===== config.mk =====
export PLATFORM = sky130hd
export DESIGN_NAME = rtc_sup_status
export DESIGN_NICKNAME = d
export VERILOG_FILES = /design/src/rtl/rtc_sup_pkg.sv /design/src/rtl/rtc_sup_sync.sv /design/src/rtl/rtc_sup_fsm.sv /design/src/rtl/rtc_sup_regs.sv /design/src/rtl/rtc_sup_status.sv
export SDC_FILE = /design/constraint.sdc
export NUM_CORES = 1
export LEC_CHECK = 0
export ABC_AREA = 1
export ABC_CLOCK_PERIOD_IN_PS = 1600
export CORE_MARGIN = 5
export CORE_UTILIZATION = 44
export DETAILED_ROUTE_END_ITERATION = 16
export GPL_TIMING_DRIVEN = 0
export PLACE_DENSITY_LB_ADDON = 0.1
export SYNTH_ARGS = -nofsm -noshare
export SYNTH_HDL_FRONTEND = slang
export SYNTH_HIERARCHICAL = 1
export SYNTH_SLANG_ARGS = --single-unit

===== constraint.sdc =====
create_clock -name clk -period 1.6 [get_ports clk]
set_input_delay 0.32 -clock clk [delete_from_list [all_inputs] [get_ports clk]]
set_output_delay 0.32 -clock clk [all_outputs]
set_load 0.01 [all_outputs]

===== src/rtl/rtc_sup_pkg.sv =====
package rtc_sup_pkg;

    typedef enum logic [1:0] {
        ST_HOLD  = 2'd0,
        ST_WATCH = 2'd1,
        ST_TRIP  = 2'd2
    } sup_state_t;

    // control B bit positions
    localparam int CB_THR = 0;
    localparam int CB_VF  = 1;
    localparam int CB_OSC = 2;
    localparam int CB_CLK = 3;
    localparam int CB_PWR = 4;
    // control A bit position
    localparam int CA_CLK = 4;

endpackage


===== src/rtl/rtc_sup_sync.sv =====
module rtc_sup_sync #(
    parameter int STAGES = 2
) (
    input  logic clk,
    input  logic rst_n,
    input  logic din,
    output logic dout
);
    logic [STAGES-1:0] sh;

    generate
        for (genvar i = 0; i < STAGES; i++) begin : g_stage
            if (i == 0) begin : g_first
                always_ff @(posedge clk or negedge rst_n) begin
                    if (!rst_n) sh[0] <= 1'b0;
                    else        sh[0] <= din;
                end
            end else begin : g_next
                always_ff @(posedge clk or negedge rst_n) begin
                    if (!rst_n) sh[i] <= 1'b0;
                    else        sh[i] <= sh[i-1];
                end
            end
        end
    endgenerate

    assign dout = sh[STAGES-1];
endmodule


===== src/rtl/rtc_sup_fsm.sv =====
module rtc_sup_fsm
    import rtc_sup_pkg::*;
(
    input  logic clk,
    input  logic rst_n,
    input  logic por_pulse,
    input  logic sample_tick,
    input  logic below_thr,
    input  logic clr_pwr_req,
    input  logic clr_vf_req,
    output logic hold_o,
    output logic mon_active_o,
    output logic vflag_o
);
    sup_state_t state, nxt;

    always_ff @(posedge clk or negedge rst_n) begin
        if (!rst_n) state <= ST_HOLD;
        else        state <= nxt;
    end

    always_comb begin
        nxt = state;
        if (por_pulse) begin
            nxt = ST_HOLD;                       // ANY_TO_HOLD
        end else begin
            unique case (state)
                ST_HOLD:  if (clr_pwr_req) nxt = ST_WATCH;              // HOLD_TO_WATCH
                ST_WATCH: if (sample_tick && below_thr) nxt = ST_TRIP;  // WATCH_TO_TRIP
                ST_TRIP:  if (clr_vf_req) nxt = ST_WATCH;               // TRIP_TO_WATCH
                default:  nxt = ST_HOLD;
            endcase
        end
    end

    always_comb begin
        hold_o       = 1'b0;
        mon_active_o = 1'b0;
        vflag_o      = 1'b0;
        unique case (state)
            ST_HOLD:  hold_o       = 1'b1;
            ST_WATCH: mon_active_o = 1'b1;
            ST_TRIP:  vflag_o      = 1'b1;
            default:  hold_o       = 1'b1;
        endcase
    end

    assert_por_hold_R1: assert property (@(posedge clk) disable iff (!rst_n)
        por_pulse |=> state == ST_HOLD);
    assert_pwr_sticky_R2: assert property (@(posedge clk) disable iff (!rst_n)
        (state == ST_HOLD && !clr_pwr_req) |=> state == ST_HOLD);
    assert_sample_trip_R5: assert property (@(posedge clk) disable iff (!rst_n)
        (state == ST_WATCH && sample_tick && below_thr && !por_pulse) |=> state == ST_TRIP);
    assert_trip_sticky_R6: assert property (@(posedge clk) disable iff (!rst_n)
        (state == ST_TRIP && !clr_vf_req && !por_pulse) |=> state == ST_TRIP);
    assert_clear_wins_R7: assert property (@(posedge clk) disable iff (!rst_n)
        (state == ST_TRIP && clr_vf_req && !por_pulse) |=> state == ST_WATCH);
endmodule


===== src/rtl/rtc_sup_regs.sv =====
module rtc_sup_regs
    import rtc_sup_pkg::*;
#(
    parameter int DW = 8
) (
    input  logic          clk,
    input  logic          rst_n,
    input  logic          por_pulse,
    input  logic          hold,
    input  logic          halt_s,
    input  logic          we_adj,
    input  logic          we_ctla,
    input  logic          we_ctlb,
    input  logic [DW-1:0] wdata,
    output logic [DW-1:0] adj_q,
    output logic [DW-1:0] ctla_q,
    output logic [DW-1:0] store_b_q,
    output logic          osc_ok_q
);
    localparam logic [DW-1:0] STATUS_BITS =
        (DW'(1) << CB_VF) | (DW'(1) << CB_OSC) | (DW'(1) << CB_PWR);
    localparam logic [DW-1:0] STORE_MASK = ~STATUS_BITS;

    always_ff @(posedge clk or negedge rst_n) begin
        if (!rst_n) begin
            adj_q     <= '0;
            ctla_q    <= '0;
            store_b_q <= '0;
        end else if (por_pulse) begin
            adj_q     <= '0;
            ctla_q    <= '0;
            store_b_q <= '0;
        end else if (!hold) begin
            if (we_adj)  adj_q     <= wdata;
            if (we_ctla) ctla_q    <= wdata;
            if (we_ctlb) store_b_q <= wdata & STORE_MASK;
        end
    end

    always_ff @(posedge clk or negedge rst_n) begin
        if (!rst_n)       osc_ok_q <= 1'b0;
        else if (halt_s)  osc_ok_q <= 1'b0;
        else if (we_ctlb) osc_ok_q <= wdata[CB_OSC];
    end

    assert_hold_zero_R3: assert property (@(posedge clk) disable iff (!rst_n)
        hold |-> (adj_q == '0 && ctla_q == '0 && store_b_q == '0));
    assert_halt_forces_R4: assert property (@(posedge clk) disable iff (!rst_n)
        halt_s |=> !osc_ok_q);
    assert_addr_isolation_R10: assert property (@(posedge clk) disable iff (!rst_n)
        (we_adj && !por_pulse) |=> $stable(ctla_q));
endmodule


===== src/rtl/rtc_sup_status.sv =====
module rtc_sup_status
    import rtc_sup_pkg::*;
#(
    parameter int DW = 8,
    parameter int AW = 4,
    parameter logic [AW-1:0] ADJ_ADDR  = AW'(2),
    parameter logic [AW-1:0] CTLA_ADDR = AW'(5),
    parameter logic [AW-1:0] CTLB_ADDR = AW'(9),
    parameter int SYNC_STAGES = 2
) (
    input  logic          clk,
    input  logic          rst_n,
    input  logic          por_pulse,
    input  logic          osc_halt_async,
    input  logic          sec_tick,
    input  logic          vdd_below,
    input  logic          wr_en,
    input  logic [AW-1:0] wr_addr,
    input  logic [DW-1:0] wr_data,
    output logic [DW-1:0] adj_q,
    output logic [DW-1:0] ctla_q,
    output logic [DW-1:0] ctlb_q,
    output logic          ctl_clear,
    output logic          mon_active,
    output logic          thresh_sel,
    output logic          clkout_en
);
    logic we_adj, we_ctla, we_ctlb;
    logic halt_s, hold, vflag, osc_ok;
    logic [DW-1:0] store_b;

    assign we_adj  = wr_en && (wr_addr == ADJ_ADDR);
    assign we_ctla = wr_en && (wr_addr == CTLA_ADDR);
    assign we_ctlb = wr_en && (wr_addr == CTLB_ADDR);

    rtc_sup_sync #(.STAGES(SYNC_STAGES)) u_sync (
        .clk  (clk),
        .rst_n(rst_n),
        .din  (osc_halt_async),
        .dout (halt_s)
    );

    rtc_sup_fsm u_fsm (
        .clk         (clk),
        .rst_n       (rst_n),
        .por_pulse   (por_pulse),
        .sample_tick (sec_tick),
        .below_thr   (vdd_below),
        .clr_pwr_req (we_ctlb && !wr_data[CB_PWR]),
        .clr_vf_req  (we_ctlb && !wr_data[CB_VF]),
        .hold_o      (hold),
        .mon_active_o(mon_active),
        .vflag_o     (vflag)
    );

    rtc_sup_regs #(.DW(DW)) u_regs (
        .clk      (clk),
        .rst_n    (rst_n),
        .por_pulse(por_pulse),
        .hold     (hold),
        .halt_s   (halt_s),
        .we_adj   (we_adj),
        .we_ctla  (we_ctla),
        .we_ctlb  (we_ctlb),
        .wdata    (wr_data),
        .adj_q    (adj_q),
        .ctla_q   (ctla_q),
        .store_b_q(store_b),
        .osc_ok_q (osc_ok)
    );

    always_comb begin
        ctlb_q         = store_b;
        ctlb_q[CB_VF]  = vflag;
        ctlb_q[CB_OSC] = osc_ok;
        ctlb_q[CB_PWR] = hold;
    end

    assign ctl_clear  = hold;
    assign thresh_sel = store_b[CB_THR];
    assign clkout_en  = ~(ctla_q[CA_CLK] & store_b[CB_CLK]);

    assert_clk_on_in_hold_R9: assert property (@(posedge clk) disable iff (!rst_n)
        hold |-> clkout_en);
    assert_por_wins_R11: assert property (@(posedge clk) disable iff (!rst_n)
        (por_pulse && wr_en) |=> (ctl_clear && adj_q == '0));
endmodule


==> impl_metrics.env <==
export IMPL_outcome="finished, violations left"
export IMPL_violations="setup timing"
export IMPL_r2r_start="u_fsm/state[0]"
export IMPL_yosysWarnings=6
export IMPL_syn_cell_area_mm2=0.001323
export IMPL_stdcell_count=259
export IMPL_core_mm2=0.002829
export IMPL_hold_viol=0
export IMPL_ant_nets=0
export IMPL_maxCapViolCount=0
export IMPL_cts_buffers=3
export IMPL_cts_hold_buf=0
export IMPL_fin_total_pwr_w=0.001952
export IMPL_timing_hold_ws_ns=0.3837
export IMPL_fillerInstances=232
export IMPL_synthCells=167
export IMPL_critPathLaunch="u_fsm/state[0]"
export IMPL_root_buffer="clkbuf_4"
export IMPL_drt_wirelength_per_cell_um=12.85
export IMPL_fin_crit_sh=1.011
export IMPL_setup_viol=1
export IMPL_vdd_drop_max_mv=0.7650
export IMPL_internal_power_w=0.001338
export IMPL_grt_start_max_net_pins=27
export IMPL_nNetsFinal=252
export IMPL_worstSetupPathType="flip-flop to output port"
export IMPL_p_leak_nw=1.316
export IMPL_multiInputGateArea_um2=545.5
export IMPL_p_clk_frac=0.227
export IMPL_cp_start_kind="flip-flop"
export IMPL_slew_violations=0
export IMPL_gp_routability_congestion=0.7613
export IMPL_slew_headroom=0.2418
export IMPL_worstSkewPairLatency_ns=0.31
export IMPL_synth_fp_nets=190
export IMPL_ioPinCount=47
export IMPL_syn2layout_area_growth_pct=51.75
export IMPL_cts_tree="built"
export IMPL_reg2reg_depth=7
export IMPL_finalWorstSetupSlack_ns=-0.01737
export IMPL_antenna_found_initial=0
export IMPL_viasPerCell=4.795
export IMPL_grt_pass1_wl_um=5547
export IMPL_vias=1242
export IMPL_post_route_util=0.7094
export IMPL_p_sw_w=0.0006143
export IMPL_initial_core_util=0.4675
export IMPL_drive_gt1_frac=0.1930
export IMPL_p_comb_frac=0.406
export IMPL_dp_hpwl_um=2496
export IMPL_cp_required_ns=1.28
export IMPL_grt_pass1_vias=1266
export IMPL_switching_share=0.3147
export IMPL_endpoint="ctlb_q[4]"
export IMPL_rsz0062_at_grt="yes"
export IMPL_drc=0
export IMPL_placedCellCount=244
export IMPL_first_iter_violations=65
export IMPL_clkSlewWorstSetupHoldPaths_ns=0.13
export IMPL_hold_class="flip-flop to flip-flop"
export IMPL_critPathMaxFanout=3
export IMPL_r2r_end="u_regs/adj_q[6]"
export IMPL_final_min_clock_period_ns=1.617
export IMPL_io_buffers=46
export IMPL_grt_util_all_layers=0.1639
export IMPL_r2r_slack_ns=0.15
export IMPL_num_rows=19
export IMPL_first_pass_iters=4
export IMPL_hold_depth=0
export IMPL_die_h_um=64.83
export IMPL_synth_avg_cell_area_um2=7.919
export IMPL_die_area_mm2=0.004202
export IMPL_power_density_mw_per_mm2=972.6
export IMPL_fmax_mhz=618.3
export IMPL_drt_wl_total_um=3327
export IMPL_num_antenna_cells=0
export IMPL_cp_arrival_ns=1.30
export IMPL_die_w_um=64.83
export IMPL_worstMarginPinSlew_ns=1.134
export IMPL_cts_path_max_buffers=2
export IMPL_p_seq_frac=0.367
export IMPL_endpoint_kind="output port"
export IMPL_htreeDepth=1
export IMPL_clkSinkCount=26
export IMPL_overflow=0
export IMPL_seqCellArea_um2=650.6
export IMPL_finalSetupTns_ns=-0.01737
export IMPL_skew_ns=0.008961
power by group through the flow:
stage / Sequential (W) / Combinational, W / Clock (W)
4_1_cts: 0.000711 / 0.000653 / 0.000453
3_3_place_gp: 0.000733 / 0.000607 / 0
5_1_grt: 0.000723 / 0.000879 / 0.000497
2_1_floorplan: 0.000734 / 0.000348 / 0
6_report: 0.000717 / 0.000793 / 0.000443
3_5_place_dp: 0.000737 / 0.000633 / 0
layer usage:
metal | global-route usage | vias to the layer above | routed length [µm]
li1 | - | 626 | -
met3 | 0.02763 | 2 | 123
met5 | 0 | - | 0
met1 | 0.1982 | 586 | 1472
met4 | 0.03958 | 0 | 10
met2 | 0.3014 | 28 | 1719
layout make-up:
cell class	count	share of cell area
buffer	7	0.03367
clock buffer	3	0.01122
clock inverter	1	0.01496
inverter	24	0.04489
multi-input combinational	110	0.2718
sequential	26	0.3242
tap	31	0.01933
timing repair buffer	57	0.2799
worst max-delay path: stages, from the launching register on:
cell and delay (ns):
dfrtp_1 0.41, inv_2 0.07, ha_4 0.26, inv_2 0.04
buf_6 0.10, buf_6 0.11
cells in the final DEF, fill, tap and decap left out, types with 4 or more instances in the layout:
cell type / instances
buf_4: 14
inv_1: 19
nand2_1: 53
clkdlybuf4s50_1: 24
nor2_1: 17
inv_2: 5
buf_6: 6
nor2_2: 4
dfrtp_1: 26
nand2_2: 4
nand3_1: 22
dlygate4sd2_1: 5
dlymetal6s2s_1: 13
timing repair:
action | 4_1_cts | 5_1_grt
buffers inserted | 3 | 9
endpoints found under the setup margin | 9 | 27
resized for setup | 22 | 22
pin swaps | 0 | 1
sequential cells by signal, indices dropped and copies added (netlist names):
register,count
u_regs/adj_q,8
u_regs/ctla_q,8
u_regs/store_b_q,5
u_fsm/state,2
u_regs/osc_ok_q,1
u_sync/dout,1
u_sync/sh,1
worst min path at each step:
stage / from / end
after floorplan: rst_n / u_fsm/state[0]
after global placement: u_sync/sh[0] / u_sync/dout
after detailed placement: u_sync/sh[0] / u_sync/dout
after CTS: u_sync/sh[0] / u_sync/dout
after global routing: u_sync/sh[0] / u_sync/dout
final: u_sync/sh[0] / u_sync/dout
through the flow:
stage	setup WS (ns)	instance area [µm²]
6_report	-0.01737	2007
5_1_grt	-0.1140	2007
4_1_cts	-0.07710	1871
3_5_place_dp	-0.3859	1822
3_3_place_gp	-0.3443	1822
2_1_floorplan	0.1761	1323
Note: power is estimated with default switching activity, not from simulation.
